--- config.mk ---
export PLATFORM = sky130hd
export DESIGN_NAME = manchester_delay_decoder
export DESIGN_NICKNAME = d
export VERILOG_FILES = /design/src/rtl/manchester_delay_decoder.sv
export SDC_FILE = /design/constraint.sdc
export NUM_CORES = 1
export LEC_CHECK = 0
export BUFFER_PORTS_ARGS = -buffer_cell sky130_fd_sc_hd__buf_2
export CORE_UTILIZATION = 50
export CTS_CLUSTER_SIZE = 8
export DETAILED_ROUTE_END_ITERATION = 8
export PLACE_DENSITY = 0.76
export SETUP_SLACK_MARGIN = 0.1
export SYNTH_ARGS = -nofsm -noshare
export SYNTH_HDL_FRONTEND = slang
export SYNTH_SLANG_ARGS = --single-unit
export TNS_END_PERCENT = 100
--- constraint.sdc ---
create_clock -name clk -period 1.9 [get_ports clk]
set_clock_uncertainty 0.1 [all_clocks]
set_input_delay 0.38 -clock clk [delete_from_list [all_inputs] [get_ports clk]]
set_output_delay 0.38 -clock clk [all_outputs]
set_load 0.02 [all_outputs]
--- src/rtl/manchester_delay_decoder.sv ---
module manchester_delay_decoder #(
  parameter int BIT_CLKS = 16,
  parameter int BYTE_W   = 8
) (
  input  logic              clk,
  input  logic              rst_n,
  input  logic              line_in,
  output logic              bit_out,
  output logic              rec_clk,
  output logic [BYTE_W-1:0] byte_out,
  output logic              byte_valid
);

  localparam int DLY = (3 * BIT_CLKS + 2) / 4;
  localparam int CW  = $clog2(DLY + 1);
  localparam int BCW = $clog2(BYTE_W);

  logic [1:0]        sync_q;
  logic              line_d;
  logic              busy;
  logic [CW-1:0]     cnt;
  logic [BYTE_W-1:0] shreg;
  logic [BCW-1:0]    nbit;

  wire line_s   = sync_q[1];
  wire edge_hit = line_s ^ line_d;
  wire expire   = busy && (cnt == '0);
  wire start    = edge_hit && (!busy || expire);

  assign rec_clk = bit_out ^ line_s;

  always_ff @(posedge clk) begin
    if (!rst_n) begin
      sync_q <= '0;
      line_d <= 1'b0;
    end else begin
      sync_q <= {sync_q[0], line_in};
      line_d <= line_s;
    end
  end

  always_ff @(posedge clk) begin
    if (!rst_n) begin
      busy <= 1'b0;
      cnt  <= '0;
    end else if (start) begin
      busy <= 1'b1;
      cnt  <= CW'(DLY - 1);
    end else if (expire) begin
      busy <= 1'b0;
    end else if (busy) begin
      cnt <= cnt - 1'b1;
    end
  end

  always_ff @(posedge clk) begin
    if (!rst_n) begin
      bit_out    <= 1'b0;
      shreg      <= '0;
      nbit       <= '0;
      byte_out   <= '0;
      byte_valid <= 1'b0;
    end else begin
      byte_valid <= 1'b0;
      if (expire) begin
        bit_out <= line_s;
        shreg   <= {shreg[BYTE_W-2:0], line_s};
        if (nbit == BCW'(BYTE_W - 1)) begin
          nbit       <= '0;
          byte_out   <= {shreg[BYTE_W-2:0], line_s};
          byte_valid <= 1'b1;
        end else begin
          nbit <= nbit + 1'b1;
        end
      end
    end
  end


  start_load_chk: assert property (@(posedge clk) disable iff (!rst_n)
    start |=> busy && (cnt == CW'(DLY - 1)));


  hold_off_chk: assert property (@(posedge clk) disable iff (!rst_n)
    (busy && cnt != '0) |=> busy && (cnt == CW'($past(cnt) - 1'b1)));


  capture_only_chk: assert property (@(posedge clk) disable iff (!rst_n)
    !expire |=> $stable(bit_out));


  byte_pulse_chk: assert property (@(posedge clk) disable iff (!rst_n)
    byte_valid |=> !byte_valid);


  byte_hold_chk: assert property (@(posedge clk) disable iff (!rst_n)
    !$stable(byte_out) |-> byte_valid);

endmodule

# Word-level counts from Yosys, hierarchy flattened
# Index checks and enable logic that the tools add are counted.
[classes] add_sub_neg=2 n_eq_ne=2 muxes=7 bitwise_logic=4 reduce_logical=12
[ops] cell="two-way mux 4 bit" n=3
[ops] cell="AND reduction 2 bit" n=4
[ops] cell="zero test 4 bit" n=1
[ops] cell="nonzero test 2 bit" n=2
[ops] cell="subtractor 4 x 1 -> 4 bit (second input constant)" n=1
[ops] cell="adder 3 x 1 -> 3 bit (second input constant)" n=1
[ops] cell="equality test 3 bit (second input constant)" n=1
[ops] cell="two-way mux 1 bit" n=3
[ops] cell="two-way mux 3 bit" n=1
[ops] cell="logical AND 1 bit" n=2
[ops] cell="inequality test 2 x 1 -> 1 bit (second input constant)" n=1
[ops] cell="inverter 1 bit" n=2
[ops] cell="OR reduction 2 bit" n=1
[ops] cell="XOR 1 bit" n=2
[ops] cell="zero test 1 bit" n=1
[ops] cell="logical OR 1 bit" n=1
[word_totals] regBits=28 input_bits=3 wordCells=37

# Longest topological paths before layout
[depth] depth_word=6 ltp_mapped=6 mapped_depth_nobuf=5

# Worst setup path after synthesis
# Ideal clock, no wire load.
[synth_path] kind="register -> register" from="reg cnt[0]" to="reg cnt[1]" setup_ps=130 arrival_time_ps=1327 t_required_ps=1670 setup_slack_ps=343 stages_incl_launch_ff=7 n_path_buf=1 period_less_slack_ps=1557 cell_sequence="dfxtp_1 -> inv_1 -> ha_1 -> or3b_1 -> buf_2 -> a211oi_1 -> a311oi_1"
[synth_between] elab_chain_len=6
[synth_lines] item="from (decl)" line="21" source="logic [CW-1:0] cnt;"
[synth_lines] item="from (signal assigned)" line="48" source="cnt <= CW'(DLY - 1);"
[synth_lines] item="from (signal assigned)" line="52" source="cnt <= cnt - 1'b1;"
[synth_lines] item="branches (longest 6 deep; another with subtractor 4 x 1 -> 4 bit)"
# Several ways; the timed one is not identified. The select of a mux whose other input is x is not followed.
# A chain may end at the register's enable or synchronous reset.

# Worst setup path after layout
[layout_path] from="reg cnt[0]" to="reg cnt[3]"
# The elaborated chain is that of the path after synthesis.

==> reports/summary.log <==
[run_status] result of the run complete, no violations
[global_route] initial antenna violation count 0
[logic_synthesis] post-synthesis cell type with the largest combined area dfxtp_1
[place] weighted congestion at the end of routability-driven global placement 0.839
[logic_synthesis] sequential area share after synthesis 0.489
[drt] final antenna-violating net count 0
[setup_path] highest net fanout along the worst path 6
[sta] setup_tns 0 ps
[die] die outline width 49.0 um
[logic_synthesis] number of nets in the synthesized netlist 128
[place] Post-Place Cells 156
[drt] number of remaining DRC errors 0
[logic_synthesis] library cells used by synthesis 27
[setup_path] critical path startpoint category flop
[sta] maximum clock frequency 583 MHz
[power] maximum VDD drop 497 uV
[finish] area growth from synthesis to final layout 12.2%
[global_route] wire length of the first global-routing pass 3160 um
[clock_tree] TritonCTS Buffers 3
[die] Core Region 2020 um^2
[logic_synthesis] Synth warnings 0
[clock_tree] TritonCTS sink count 27
[clock_tree] maximum level of the CTS H-tree 1
[sta] setup repair after global routing missed its margin true
[setup_path] start-to-end type of the worst setup path reg2reg
[drt] drt first-iter violations 11
[sta] number of hold violations in the final report 0
[drt] ratio of routed vias to standard cells 5.15
[flow_run] max-cap violation count 0
[finish] diodes inserted 0
[global_route] maximum number of pins on one net before global-route repair 20
[logic_synthesis] top cells by area, synth dfxtp_1, nand2_1, mux2i_1, a21oi_1, ha_1
[finish] net count of the finished layout 144
[logic_synthesis] Syn Std Cell Area 1110 um^2
[drt] DRT Wirelength 1870 um
[setup_path] sort of element at the end of the critical path flop
[finish] layout cells sized above 1 0.206
[clock_tree] Post-CTS Hold Fix Bufs 0
[logic_synthesis] total of flip-flops plus latches after synthesis 27
[hold_path] class of the most critical hold timing path in2reg
[sta] normalized max-slew margin 0.670
[logic_synthesis] Syn Inst Count 121
[die] Core Rows 16
[finish] most frequent standard cell in the layout excluding fill and tap cells nand2_1
[logic_synthesis] mean post-synth cell area 9.14 um^2
[sta] fin. max-slew vios 0
[clock_tree] Clk Tree Root Cell clkbuf_4
[sta] Final setup violation count 0
[drt] routed via count 840
[die] die outline area 2400 um^2
[die] vertical die dimension 49.0 um
[sta] post-layout min period 1720 ps
[global_route] number of global-route vias before repair 719
[place] Detail Placement HPWL 1280 um
[setup_path] required arrival time at the worst endpoint 2010 ps
[power] power density cells 751 nW/um^2
[drt] drt pass-1 iters 4
[sta] actual slew at the worst max-slew pin 495 ps
[finish] most frequent cells in the layout nand2_1, dfxtp_1, buf_2, a21oi_1, mux2i_1
[global_route] GR Overflow Total 0
[global_route] global-route usage over all layers 0.171
[sta] minimum hold slack 169 ps
[logic_synthesis] fraction of synthesized cell area taken by the top area cell type 0.489
[setup_path] Worst Path Arrival 1830 ps
[clock_tree] clock tree from TritonCTS done
[die] number of I/O pins 14
[clock_tree] worst skew pair latency 310 ps
[clock_tree] CTS clock-pin slew for the worst setup and hold paths 130 ps
[finish] number of standard cells in the layout, taps in and fillers out 163
[die] initial core utilization 0.547
[drt] WL per Instance 11.4 um
[clock_tree] worst-case clock buffer depth 2
[place] Buffers on Ports 13
[power] static power due to leakage 0.503 nW
[sta] fraction of the cycle the final worst path needs 0.903
==> final cells by class <==
class,instances,area (um^2)
Timing Repair Buffer,19,110
Clock buffer,3,22.5
Clock inverter,1,5.00
Tap cell,27,33.8
Inverter,5,18.8
Sequential cell,27,541
Multi-Input combinational cell,81,510
Fill cell,167,781
==> final timing paths <==
kind | startpoint | end | slack, ps | cells past startpoint
setup reg to reg | cnt[0] | cnt[3] | 180 | 5
hold reg to reg | sync_q[0] | sync_q[1] | 350 | 1
setup / recovery | cnt[0] | cnt[3] | 180 | 5
hold / removal | line_in | sync_q[0] | 170 | 2
==> sequential cells by signal (all words and copies together), names as in the netlist <==
| signal | count |
|---|---|
| cnt | 4 |
| shreg | 7 |
| sync_q | 2 |
| byte_valid | 1 |
| byte_out | 8 |
| busy | 1 |
| line_d | 1 |
| nbit | 3 |
==> synthesized netlist by cell type, drive strengths merged <==
cell and n:
a31oi 1, a31o 1, a21boi 1, dfxtp 27, nand2 37, inv 5, a2111oi 1, and4bb 1
buf 4, nor2 1, a21oi 11, mux2i 8, a211oi 2, xor2 3, ha 4, a311oi 1
nand4bb 1, clkbuf 4, and2 3, or3b 1, nor3 1, or3 1, nor4bb 1, and3 1
==> timing repair <==
action / in CTS / in global routing
setup buffers: 0 / 3
setup endpoints to repair: 0 / 3
gates resized for setup: 0 / 1
==> where the power goes <==
| part | switching [W] | internal, W |
|---|---|---|
| sequential | 0.0000160 | 0.000581 |
| clock | 0.000156 | 0.0000787 |
| combinational | 0.0000587 | 0.0000426 |
| total | 0.000231 | 0.000702 |
==> kinds of logic after synthesis <==
logic type | share of synthesized area
and+or+nand+nor | 0.204
DFF | 0.489
AOI/OAI and AO/OA | 0.112
buffers and inverters | 0.0543
muxes | 0.0724
adders and majority gates | 0.0453
xor gates and xnor gates | 0.0238
==> per-stage QoR <==
step	total power (W)	instance area, um^2	setup WS (ps)	utilization
global route	0.000987	1240	79.3	0.614
detailed placement	0.000701	1190	203	0.587
CTS	0.000936	1210	180	0.600
finish	0.000933	1240	185	0.614
global placement	0.000696	1190	286	0.587
floorplan	0.000683	1110	343	-
==> routing by layer <==
layer | GRT usage | vias to the layer above | wire length [um]
met5 | 0 | - | 0
met4 | 0.0882 | 0 | 38
met3 | 0.0280 | 5 | 70
met2 | 0.257 | 22 | 830
li1 | - | 434 | -
met1 | 0.235 | 379 | 927
==> critical path, cell delays in order (launching register included) <==
cell      delay, ps
dfxtp_1         360
inv_1           120
ha_1            200
or3b_1          460
a21oi_2         280
a211oi_2        100
(Power assumes the default switching activity.)
